File: config.mk
export PLATFORM = sky130hd
export DESIGN_NAME = bus_grab_ctrl
export DESIGN_NICKNAME = d
export VERILOG_FILES = /design/src/rtl/bus_grab_pkg.sv /design/src/rtl/bus_grab_cmd_dec.sv /design/src/rtl/bus_grab_timer.sv /design/src/rtl/bus_grab_lat_cnt.sv /design/src/rtl/bus_grab_ctrl.sv
export SDC_FILE = /design/constraint.sdc
export NUM_CORES = 1
export LEC_CHECK = 0
export ABC_AREA = 1
export BUFFER_PORTS_ARGS = -buffer_cell sky130_fd_sc_hd__buf_2
export CORE_MARGIN = 2
export CORE_UTILIZATION = 40
export CTS_CLUSTER_SIZE = 12
export DETAILED_ROUTE_END_ITERATION = 12
export PLACE_DENSITY = 0.66
export SETUP_SLACK_MARGIN = 0.4
export SLEW_MARGIN = 20
export SYNTH_ARGS = -nofsm -noshare
export SYNTH_HDL_FRONTEND = slang
export SYNTH_SLANG_ARGS = --single-unit
File: constraint.sdc
create_clock -name clk -period 3 [get_ports clk]
set_clock_uncertainty 0.2 [all_clocks]
set_input_delay 0.75 -clock clk [delete_from_list [all_inputs] [get_ports clk]]
set_output_delay 0.75 -clock clk [all_outputs]
set_load 0.02 [all_outputs]
File: src/rtl/bus_grab_pkg.sv
package bus_grab_pkg;

    typedef enum logic [1:0] {
        ST_RESET     = 2'd0,
        ST_RESET_OWN = 2'd1,
        ST_RUN       = 2'd2,
        ST_RUN_OWN   = 2'd3
    } own_state_e;

    localparam int CMD_W = 6;

    // Operation codes: bit index of the one-hot command plus one
    typedef enum logic [2:0] {
        OP_NONE    = 3'd0,
        OP_RESET   = 3'd1,
        OP_REQ     = 3'd2,
        OP_REL     = 3'd3,
        OP_RUN     = 3'd4,
        OP_RESTART = 3'd5,
        OP_STEP    = 3'd6
    } op_e;

    typedef enum logic [2:0] {
        PH_IDLE,
        PH_HOLD,
        PH_DROP_WAIT,
        PH_START,
        PH_ACK_WAIT,
        PH_PULSE,
        PH_STEP_DROP,
        PH_STEP_WAIT
    } phase_e;

endpackage

File: src/rtl/bus_grab_cmd_dec.sv
module bus_grab_cmd_dec
    import bus_grab_pkg::*;
(
    input  logic             cmd_valid,
    input  logic [CMD_W-1:0] cmd,
    input  logic             ready,
    output op_e              op
);

    always_comb begin
        op = OP_NONE;
        if (cmd_valid && ready && $onehot(cmd)) begin
            for (int i = 0; i < CMD_W; i++) begin
                if (cmd[i]) begin
                    op = op_e'(3'(i + 1));
                end
            end
        end
    end

endmodule

File: src/rtl/bus_grab_timer.sv
module bus_grab_timer #(
    parameter int W = 8
) (
    input  logic         clk,
    input  logic         rst_n,
    input  logic         load,
    input  logic [W-1:0] load_val,
    output logic         zero
);

    logic [W-1:0] cnt_q;

    always_ff @(posedge clk or negedge rst_n) begin
        if (!rst_n) begin
            cnt_q <= '0;
        end else if (load) begin
            cnt_q <= load_val;
        end else if (cnt_q != '0) begin
            cnt_q <= cnt_q - 1'b1;
        end
    end

    assign zero = (cnt_q == '0);

endmodule

File: src/rtl/bus_grab_lat_cnt.sv
module bus_grab_lat_cnt #(
    parameter int W = 32
) (
    input  logic         clk,
    input  logic         rst_n,
    input  logic         clr,
    input  logic         inc,
    output logic [W-1:0] count
);

    localparam logic [W-1:0] MAXC = '1;

    always_ff @(posedge clk or negedge rst_n) begin
        if (!rst_n) begin
            count <= '0;
        end else if (clr) begin
            count <= '0;
        end else if (inc && count != MAXC) begin
            count <= count + 1'b1;
        end
    end

endmodule

File: src/rtl/bus_grab_ctrl.sv
module bus_grab_ctrl
    import bus_grab_pkg::*;
#(
    parameter int BUS_TO    = 64,
    parameter int RST_HOLD  = 16,
    parameter int RST_PULSE = 4,
    parameter int START_DLY = 20,
    parameter int LAT_W     = 32
) (
    input  logic             clk,
    input  logic             rst_n,
    input  logic             cmd_valid,
    input  logic [CMD_W-1:0] cmd,
    input  logic             busack_n,
    output logic             ready,
    output logic [1:0]       state,
    output logic             busreq_n,
    output logic             cpu_reset_n,
    output logic             addr_oe,
    output logic             data_oe,
    output logic [LAT_W-1:0] acq_cycles,
    output logic             timeout_err
);

    localparam int MAX_A = (BUS_TO > RST_HOLD) ? BUS_TO : RST_HOLD;
    localparam int MAX_B = (RST_PULSE > START_DLY) ? RST_PULSE : START_DLY;
    localparam int MAXV  = (MAX_A > MAX_B) ? MAX_A : MAX_B;
    localparam int TW    = $clog2(MAXV + 1);

    localparam logic [TW-1:0] TO_LD    = TW'(BUS_TO - 1);
    localparam logic [TW-1:0] HOLD_LD  = TW'(RST_HOLD - 1);
    localparam logic [TW-1:0] PULSE_LD = TW'(RST_PULSE - 1);
    localparam logic [TW-1:0] START_LD = TW'(START_DLY - 1);

    own_state_e st_q, st_n, dest_q, dest_n;
    phase_e     ph_q, ph_n;
    op_e        op;

    logic breq_q, breq_d;
    logic crst_q, crst_d;
    logic aoe_q, aoe_d;
    logic doe_q, doe_d;
    logic err_q, err_d;
    logic [LAT_W-1:0] acq_q, acq_d;

    logic            tmr_load, tmr_zero;
    logic [TW-1:0]   tmr_val;
    logic            lat_clr, lat_inc;
    logic [LAT_W-1:0] lat_cnt;

    assign ready = (ph_q == PH_IDLE);

    bus_grab_cmd_dec i_dec (
        .cmd_valid (cmd_valid),
        .cmd       (cmd),
        .ready     (ready),
        .op        (op)
    );

    bus_grab_timer #(.W(TW)) i_tmr (
        .clk      (clk),
        .rst_n    (rst_n),
        .load     (tmr_load),
        .load_val (tmr_val),
        .zero     (tmr_zero)
    );

    bus_grab_lat_cnt #(.W(LAT_W)) i_lat (
        .clk   (clk),
        .rst_n (rst_n),
        .clr   (lat_clr),
        .inc   (lat_inc),
        .count (lat_cnt)
    );

    // Next-state, sequencing and output logic
    always_comb begin
        st_n     = st_q;
        ph_n     = ph_q;
        dest_n   = dest_q;
        breq_d   = breq_q;
        crst_d   = crst_q;
        aoe_d    = aoe_q;
        doe_d    = doe_q;
        err_d    = 1'b0;
        acq_d    = acq_q;
        tmr_load = 1'b0;
        tmr_val  = '0;
        lat_clr  = 1'b0;
        lat_inc  = 1'b0;

        unique case (ph_q)
            PH_IDLE: begin
                case (op)
                    OP_RESET: begin
                        aoe_d    = 1'b0;
                        doe_d    = 1'b0;
                        crst_d   = 1'b0;
                        dest_n   = ST_RESET;
                        ph_n     = PH_HOLD;
                        tmr_load = 1'b1;
                        tmr_val  = HOLD_LD;
                    end
                    OP_REQ: begin
                        if (st_q == ST_RESET || st_q == ST_RUN) begin
                            breq_d   = 1'b0;
                            crst_d   = 1'b1;
                            ph_n     = PH_ACK_WAIT;
                            tmr_load = 1'b1;
                            tmr_val  = TO_LD;
                            lat_clr  = 1'b1;
                        end
                    end
                    OP_REL: begin
                        if (st_q == ST_RESET_OWN) begin
                            aoe_d    = 1'b0;
                            doe_d    = 1'b0;
                            crst_d   = 1'b0;
                            dest_n   = ST_RESET;
                            ph_n     = PH_HOLD;
                            tmr_load = 1'b1;
                            tmr_val  = HOLD_LD;
                        end else if (st_q == ST_RUN_OWN) begin
                            aoe_d    = 1'b0;
                            doe_d    = 1'b0;
                            breq_d   = 1'b1;
                            dest_n   = ST_RUN;
                            ph_n     = PH_DROP_WAIT;
                            tmr_load = 1'b1;
                            tmr_val  = TO_LD;
                        end
                    end
                    OP_RUN: begin
                        if (st_q == ST_RESET) begin
                            ph_n     = PH_START;
                            tmr_load = 1'b1;
                            tmr_val  = START_LD;
                        end else if (st_q == ST_RESET_OWN) begin
                            aoe_d    = 1'b0;
                            doe_d    = 1'b0;
                            crst_d   = 1'b0;
                            dest_n   = ST_RUN_OWN;
                            ph_n     = PH_PULSE;
                            tmr_load = 1'b1;
                            tmr_val  = PULSE_LD;
                        end
                    end
                    OP_RESTART: begin
                        if (st_q == ST_RUN || st_q == ST_RUN_OWN) begin
                            crst_d   = 1'b0;
                            dest_n   = st_q;
                            ph_n     = PH_PULSE;
                            tmr_load = 1'b1;
                            tmr_val  = PULSE_LD;
                        end
                    end
                    OP_STEP: begin
                        if (st_q == ST_RUN_OWN) begin
                            aoe_d    = 1'b0;
                            doe_d    = 1'b0;
                            breq_d   = 1'b1;
                            ph_n     = PH_STEP_DROP;
                            tmr_load = 1'b1;
                            tmr_val  = TO_LD;
                        end
                    end
                    default: ;
                endcase
            end

            PH_HOLD: begin
                if (tmr_zero) begin
                    breq_d   = 1'b1;
                    ph_n     = PH_DROP_WAIT;
                    tmr_load = 1'b1;
                    tmr_val  = TO_LD;
                end
            end

            PH_DROP_WAIT: begin
                if (busack_n) begin
                    st_n = dest_q;
                    ph_n = PH_IDLE;
                end else if (tmr_zero) begin
                    err_d = 1'b1;
                    st_n  = dest_q;
                    ph_n  = PH_IDLE;
                end
            end

            PH_START: begin
                if (tmr_zero) begin
                    crst_d = 1'b1;
                    st_n   = ST_RUN;
                    ph_n   = PH_IDLE;
                end
            end

            PH_ACK_WAIT: begin
                if (!busack_n) begin
                    aoe_d = 1'b1;
                    ph_n  = PH_IDLE;
                    if (st_q == ST_RESET) begin
                        st_n  = ST_RESET_OWN;
                        acq_d = lat_cnt + 1'b1;
                    end else begin
                        st_n  = ST_RUN_OWN;
                    end
                end else if (tmr_zero) begin
                    err_d  = 1'b1;
                    breq_d = 1'b1;
                    ph_n   = PH_IDLE;
                    if (st_q == ST_RESET) begin
                        crst_d = 1'b0;
                    end
                end else begin
                    lat_inc = 1'b1;
                end
            end

            PH_PULSE: begin
                if (tmr_zero) begin
                    crst_d = 1'b1;
                    st_n   = dest_q;
                    ph_n   = PH_IDLE;
                    if (dest_q == ST_RUN_OWN) begin
                        aoe_d = 1'b1;
                    end
                end
            end

            PH_STEP_DROP: begin
                if (busack_n) begin
                    breq_d   = 1'b0;
                    ph_n     = PH_STEP_WAIT;
                    tmr_load = 1'b1;
                    tmr_val  = TO_LD;
                end else if (tmr_zero) begin
                    err_d    = 1'b1;
                    breq_d   = 1'b0;
                    ph_n     = PH_STEP_WAIT;
                    tmr_load = 1'b1;
                    tmr_val  = TO_LD;
                end
            end

            PH_STEP_WAIT: begin
                if (!busack_n) begin
                    aoe_d = 1'b1;
                    ph_n  = PH_IDLE;
                end else if (tmr_zero) begin
                    err_d  = 1'b1;
                    breq_d = 1'b1;
                    st_n   = ST_RUN;
                    ph_n   = PH_IDLE;
                end
            end

            default: ph_n = PH_IDLE;
        endcase
    end

    // State register
    always_ff @(posedge clk or negedge rst_n) begin
        if (!rst_n) begin
            st_q   <= ST_RESET;
            dest_q <= ST_RESET;
            ph_q   <= PH_IDLE;
        end else begin
            st_q   <= st_n;
            dest_q <= dest_n;
            ph_q   <= ph_n;
        end
    end

    // Output registers
    always_ff @(posedge clk or negedge rst_n) begin
        if (!rst_n) begin
            breq_q <= 1'b1;
            crst_q <= 1'b0;
            aoe_q  <= 1'b0;
            doe_q  <= 1'b0;
            err_q  <= 1'b0;
            acq_q  <= '0;
        end else begin
            breq_q <= breq_d;
            crst_q <= crst_d;
            aoe_q  <= aoe_d;
            doe_q  <= doe_d;
            err_q  <= err_d;
            acq_q  <= acq_d;
        end
    end

    assign state       = st_q;
    assign busreq_n    = breq_q;
    assign cpu_reset_n = crst_q;
    assign addr_oe     = aoe_q;
    assign data_oe     = doe_q;
    assign acq_cycles  = acq_q;
    assign timeout_err = err_q;

endmodule

* Yosys cells after proc, flatten, opt, wreduce, memory -nomap -nowiden
Index checks and enable logic that the tools add are counted.
** Storage, ports and cells
- Flip-flop bits (word level) :: 83
- Output and inout port bits :: 40
- Input port bits :: 10
- Word-level logic and storage cells :: 192
** Operators by class
- Mux-type cells :: 98
- Eq/ne operators :: 47
- $add $sub $neg :: 7
- Bitwise operators :: 1
- Reduce and logical (&&, ||, !) cells :: 28
** Operators by type and width (count)
- two-way mux 32 bit :: 2
- two-way mux 3 bit :: 17
- two-way mux 1 bit :: 40
- case mux 3 bit (6 select lines) :: 2
- case mux 6 bit (6 select lines) :: 1
- adder 32 x 1 -> 32 bit, second input constant :: 1
- != test 32 bit, second input constant :: 1
- two-way mux 2 bit :: 15
- two-way mux 6 bit :: 5
- == test 3 bit, second input constant :: 7
- != test 3 bit, second input constant :: 7
- != test 2 bit, second input constant :: 9
- case mux 6 bit (3 select lines) :: 1
- two-way mux 7 bit :: 2
- == test 3 x 2 -> 1 bit, second input constant :: 4
- != test 4 bit, second input constant :: 3
- case mux 1 bit (3 select lines) :: 4
- case mux 1 bit (4 select lines) :: 3
- AND reduction 6 bit :: 2
- nonzero test 4 bit :: 3
- != test 2 x 1 -> 1 bit, second input constant :: 5
- case mux 2 bit (5 select lines) :: 1
- == test 3 x 1 -> 1 bit, second input constant :: 3
- AND reduction 9 bit :: 1
- 29 further kinds :: 42

* Longest topological paths before layout
- Depth in word-level cells :: 11
- Mapped depth :: 19
- Gate-level depth less buffers :: 19

* Cells and area by module
Synthesis repeated with hierarchy kept, for this count alone.
** Unflattened totals
- Cell total of the unflattened synthesis :: 974
- Area, all modules :: 6266.0 µm²
** By module, submodules not included
- bus_grab_ctrl :: cells each 528, area an instance 3271.9 µm², seq. area each 1102.3 µm², instances 1
- bus_grab_lat_cnt :: cells each 352, area an instance 2307.2 µm², seq. area each 800.8 µm², instances 1
- bus_grab_timer :: cells each 59, area an instance 483.0 µm², seq. area each 175.2 µm², instances 1
- bus_grab_cmd_dec :: cells each 35, area an instance 203.9 µm², seq. area each 0.0 µm², instances 1

* Worst setup path after synthesis
OpenSTA, ideal clock, no wires.
- Path type :: input to register
- Start :: in cmd[1]
- End :: reg i_tmr.cnt_q[1]
- Slack :: -0.171 ns
- Stages :: 17
- Setup time :: 0.119 ns
- Data required time :: 2.681 ns
- Path buffers :: 0
- Data arrival time :: 2.852 ns
- Cell sequence :: inv_1 > ha_1 > fa_1 > inv_1 > ha_1 > nor2_1 > nand3_1 > nor2_8 > nand2_4 > nor2_4 > nand2_1 > nand2_1 > inv_2 > nand3_4 > nor2_4 > nand2_1 > nand2_1
** On the way
- Word-level cells in the longest chain between the ends :: 10
- Elaborated cells on any way between the ends :: 23
- Those cells by class :: add/sub (3); eq/ne (7); mux (11); reduce/logical (2)
** Ends and longest elaborated chain
- from (decl) :: RTL line bus_grab_ctrl.sv:13 : input logic [CMD_W-1:0] cmd,
- adder 1 x 1 -> 2 bit (implied by the code) or two-way mux 2 bit (tied branches) :: RTL line bus_grab_cmd_dec.sv:12, bus_grab_cmd_dec.sv:14
- adder 3 bit (implied by the code) or two-way mux 2 bit (tied branches) :: RTL line bus_grab_cmd_dec.sv:12, bus_grab_cmd_dec.sv:14
- adder 3 bit (implied by the code) or two-way mux 3 bit (tied branches) :: RTL line bus_grab_cmd_dec.sv:12, bus_grab_cmd_dec.sv:14
- == test 3 x 1 -> 1 bit or two-way mux 3 bit (tied branches) :: RTL line bus_grab_cmd_dec.sv:12, bus_grab_cmd_dec.sv:14
- logical AND 1 bit or two-way mux 3 bit (tied branches) :: RTL line bus_grab_cmd_dec.sv:12, bus_grab_cmd_dec.sv:14
- two-way mux 3 bit * :: RTL line bus_grab_cmd_dec.sv:12 : if (cmd_valid && ready && $onehot(cmd)) begin
- == test 3 bit, or another cell as far along :: RTL line bus_grab_ctrl.sv:94 : case (op)
- case mux 6 bit (6 select lines) or case mux 1 bit (6 select lines) (tied branches) :: RTL line bus_grab_ctrl.sv:94
- case mux 6 bit (3 select lines) or case mux 1 bit (3 select lines) (tied branches) :: RTL line bus_grab_ctrl.sv:92 : unique case (ph_q)
- two-way mux 7 bit or nonzero test 2 bit (tied branches)
- to (signal assigned) :: RTL line bus_grab_timer.sv:17 : cnt_q <= load_val;
- to (signal assigned) :: RTL line bus_grab_timer.sv:19 : cnt_q <= cnt_q - 1'b1;
- to (decl) :: RTL line bus_grab_timer.sv:11 : logic [W-1:0] cnt_q;
Every way passes the cells marked *; elsewhere a longest branch is shown, timed or not.
A chain may end at the register's enable or synchronous reset.

* Worst setup path in the final report
- Start :: in cmd[1]
- End :: reg i_lat.count[12]
** On the way
- Word-level cells in the longest chain between the ends :: 10
- Elaborated cells on any way between the ends :: 16
- Those cells by class :: add/sub (3); eq/ne (2); mux (9); reduce/logical (2)
** Ends and longest elaborated chain
- adder 1 x 1 -> 2 bit (implied by the code) or two-way mux 2 bit (tied branches) :: RTL line bus_grab_cmd_dec.sv:12, bus_grab_cmd_dec.sv:14
- adder 3 bit (implied by the code) or two-way mux 2 bit (tied branches) :: RTL line bus_grab_cmd_dec.sv:12, bus_grab_cmd_dec.sv:14
- adder 3 bit (implied by the code) or two-way mux 3 bit (tied branches) :: RTL line bus_grab_cmd_dec.sv:12, bus_grab_cmd_dec.sv:14
- == test 3 x 1 -> 1 bit or two-way mux 3 bit (tied branches) :: RTL line bus_grab_cmd_dec.sv:12, bus_grab_cmd_dec.sv:14
- logical AND 1 bit or two-way mux 3 bit (tied branches) :: RTL line bus_grab_cmd_dec.sv:12, bus_grab_cmd_dec.sv:14
- two-way mux 3 bit * :: RTL line bus_grab_cmd_dec.sv:12
- == test 3 x 2 -> 1 bit * :: RTL line bus_grab_ctrl.sv:94
- two-way mux 1 bit * :: RTL line bus_grab_ctrl.sv:94
- two-way mux 1 bit * :: RTL line bus_grab_ctrl.sv:92
- two-way mux 32 bit or nonzero test 2 bit (tied branches)
- to (signal assigned) :: RTL line bus_grab_lat_cnt.sv:19 : count <= count + 1'b1;
- to (decl) :: RTL line bus_grab_lat_cnt.sv:8 : output logic [W-1:0] count
Marked as above.

==> impl_metrics.yaml <==
status:
  status: "finished, final reports clean"
setup_path:
  critical_path_class: "in2reg"
  endpoint_kind: "register"
  arrival_ps: 2980
  crit_required_ps: 3020
  worst_setup_path_start_kind: "input pin"
  crit_fanout: 8
yosys:
  syn_inst: 690
  ys_seq_area_share_pct: 41.5
  syn_nets: 709
  ys_top_cells_by_count: "nand2_1 (218), dfrtp_1 (82), inv_1 (81), nor2_1 (62), nand3_1 (54)"
  ys_warn_count: 0
  post-synth-top-area-fraction_pct: 40.9
  yosys-top-cells-area: "dfrtp_1 (41%), nand2_1 (16%), inv_1 (6.1%)"
  async_reset_ff_share_pct: 100
  synth_top_flop_cell: "dfrtp_1"
  yosysMostFrequentCell: "nand2_1"
  synth_edf_count: 0
  synth.distinct_cells: 42
  syn_area_mm2: 0.00501
  ys_seq_elements: 83
  syn_area_per_cell_um2: 7.26
  synth_area_leader_cell: "dfrtp_1"
floorplan:
  start_util_pct: 41.4
  die-area_mm2: 0.0134
  core_mm2: 0.0121
  dieHeight_um: 116
  rows: 40
  die_x_um: 116
  io_pins: 50
timing:
  fin_crit_ps: 2960
  tightest_slew_ps: 784
  rsz0062_at_grt: "yes"
  fmax_ghz: 0.338
  hold_viol_final: 0
  fin_crit_sh_pct: 98.6
  finalSetupViolCount: 0
  setup_slack_ps: 42.2
  slew_violations: 0
  slew_headroom_pct: 47.7
place:
  gp_congestion: 0.951
  pre_cts_ws_ps: -388
  io_buffers: 49
  dpl-instance-area_mm2: 0.00568
  dp_hpwl_mm: 10.2
cts:
  cts_max_path_buffers: 2
  cts.clk_slew.worst_paths_ps: 60
  cts_num_sinks: 83
  htree_levels: 3
  insertion_delay_ps: 350
  clock-root-buffer: "clkbuf_16"
  cts_tree: "done"
  cts_made_buffers: 9
layout:
  drive_gt1_share_pct: 26.2
  design_area_mm2: 0.00650
  area_growth_pct: 29.7
  diodes: 0
  layout.nets: 791
power_and_ir_drop:
  switching_share_pct: 22.3
  seqPwrFrac_pct: 48.0
  p_leak_nw: 3.39
  power_density_mw_per_mm2: 363
  p_int_mw: 1.83
  power_frac_comb_pct: 5.5
  p_switching_mw: 0.526
  clkPwrFrac_pct: 46.5
  power_mw: 2.36
  ir_drop_uv: 189
grt:
  grt-ovfl-total: 0
  grt_max_degree: 44
  antenna_found_initial: 0
  grt_util_met2_pct: 36.6
  grt_pass1_vias: 4745
  use_met3_pct: 5.49
  top_usage_layer: "met2"
  grt_pass1_wl_mm: 23.2
  grt_use_total_pct: 22.1
  gr-usage-met1_pct: 28.3
route:
  antenna_left: 0
  avgViaCountPerCell: 5.15
  drt_iter0_markers: 299
  vias: 4858
  drt_wl_total_mm: 13.9
  drc: 0
  drt_first_pass_iters: 5
  wl_per_cell_um: 14.7
min_path:
  hold_path.class: "in2async"
run:
  max_cap_violations: 0
## cell families (layout without fill, tap and decap cells)
family                   Yosys count  after routing  synth area share [%]
adder cells (fa/ha/maj)            9              9                  2.55
flip-flops                        83             83                  41.5
AO/OA/AOI/OAI                     82             82                  9.51
AND/OR/NAND/NOR                  397            397                  35.5
buffers and inverters            101            186                  7.79
XOR/XNOR                          18             18                  3.15
## metal layers
metal | routed length [um] | vias to the layer above
met2 | 6710 | 142
met4 | 299 | 0
met1 | 6100 | 2293
met5 | 0 | -
li1 | - | 2399
met3 | 755 | 24
## metrics by stage
step / setup TNS, ps / util [%] / hold slack [ps] / std cells
after floorplan: -428 / - / 239 / 690
after global placement: -13850 / 46.9 / 252 / 917
after detailed placement: -15130 / 46.9 / 254 / 917
after CTS: 0 / 51.8 / 171 / 938
after global routing: -984 / 53.7 / 185 / 943
final: 0 / 53.7 / 161 / 943
## area by class of cell
| class | instances | area (um^2) |
|---|---|---|
| multi-input combinational | 506 | 2910 |
| clock buffer | 11 | 243 |
| inverter | 87 | 344 |
| fill | 1200 | 5610 |
| timing repair buffer | 85 | 672 |
| clock inverter | 3 | 40.0 |
| tap | 168 | 210 |
| sequential | 83 | 2080 |
## critical path: stages
cell     delay [ps]
buf_8           100
ha_4            150
fa_1            480
ha_1            300
nor2_2           90
nand3_2         120
nor2_8          250
nand4_1         140
buf_6           160
nand2_8         100
buf_12          130
buf_12          130
o22ai_2          70
## power groups by stage
| stage | combinational (mW) | sequential, mW | clock, mW |
|---|---|---|---|
| after floorplan | 0.0504 | 1.16 | 0 |
| after global placement | 0.118 | 1.15 | 0 |
| after detailed placement | 0.121 | 1.15 | 0 |
| after CTS | 0.129 | 1.13 | 1.11 |
| after global routing | 0.147 | 1.13 | 1.17 |
| final | 0.130 | 1.13 | 1.10 |
## worst paths after layout
check,from,end,slack [ps],depth (start not counted)
setup / recovery,cmd[1],i_lat.count[12]$_DFFE_PN0P_,40,13
hold / removal,rst_n,acq_cycles[1]$_DFFE_PN0P_,160,1
setup reg to reg,i_lat.count[0]$_DFFE_PN0P_,i_lat.count[12]$_DFFE_PN0P_,400,12
hold reg to reg,acq_cycles[2]$_DFFE_PN0P_,acq_cycles[2]$_DFFE_PN0P_,260,2
max in group asynchronous,rst_n,busreq_n$_DFFE_PN1P_,1820,2
min in group clk,acq_cycles[2]$_DFFE_PN0P_,acq_cycles[2]$_DFFE_PN0P_,260,2
## state kept, by name, summed over array words and instances, names as in the netlist
name and count:
timeout_err 1, data_oe 1, busreq_n 1, state 2, i_tmr.cnt_q 7, acq_cycles 32
cpu_reset_n 1, addr_oe 1, dest_q 2, i_lat.count 32, ph_q 3
## placed cells by master (no fill, tap or decap), types with 3 or more instances in the layout
cell / instances
nand2_1: 200
dfrtp_1: 82
inv_1: 74
nor2_1: 55
nand3_1: 45
buf_2: 42
buf_4: 26
o21ai_0: 22
nor3_1: 17
nand4_1: 16
nand2_2: 15
xor2_1: 15
o21ai_2: 14
inv_2: 10
a21oi_1: 10
nor2_4: 9
clkbuf_16: 9
nand3_2: 8
a21oi_2: 8
buf_6: 7
nor4_1: 6
o21ai_1: 6
nor2_2: 5
or2_2: 5
buf_12: 5
nand2_4: 4
o211ai_1: 4
ha_4: 4
buf_8: 4
nand3_4: 3
o22ai_4: 3
o22ai_2: 3
xnor2_1: 3
ha_1: 3
## timing repair
item                                    CTS  global route
pin swaps                                21            15
endpoints found under the hold margin     0             0
gates resized for setup                  53            46
buffers inserted                          6             5
endpoints found under the setup margin   48            49
cloned                                    1             0
hold buffers                              0             0
(Power assumes the default switching activity.)
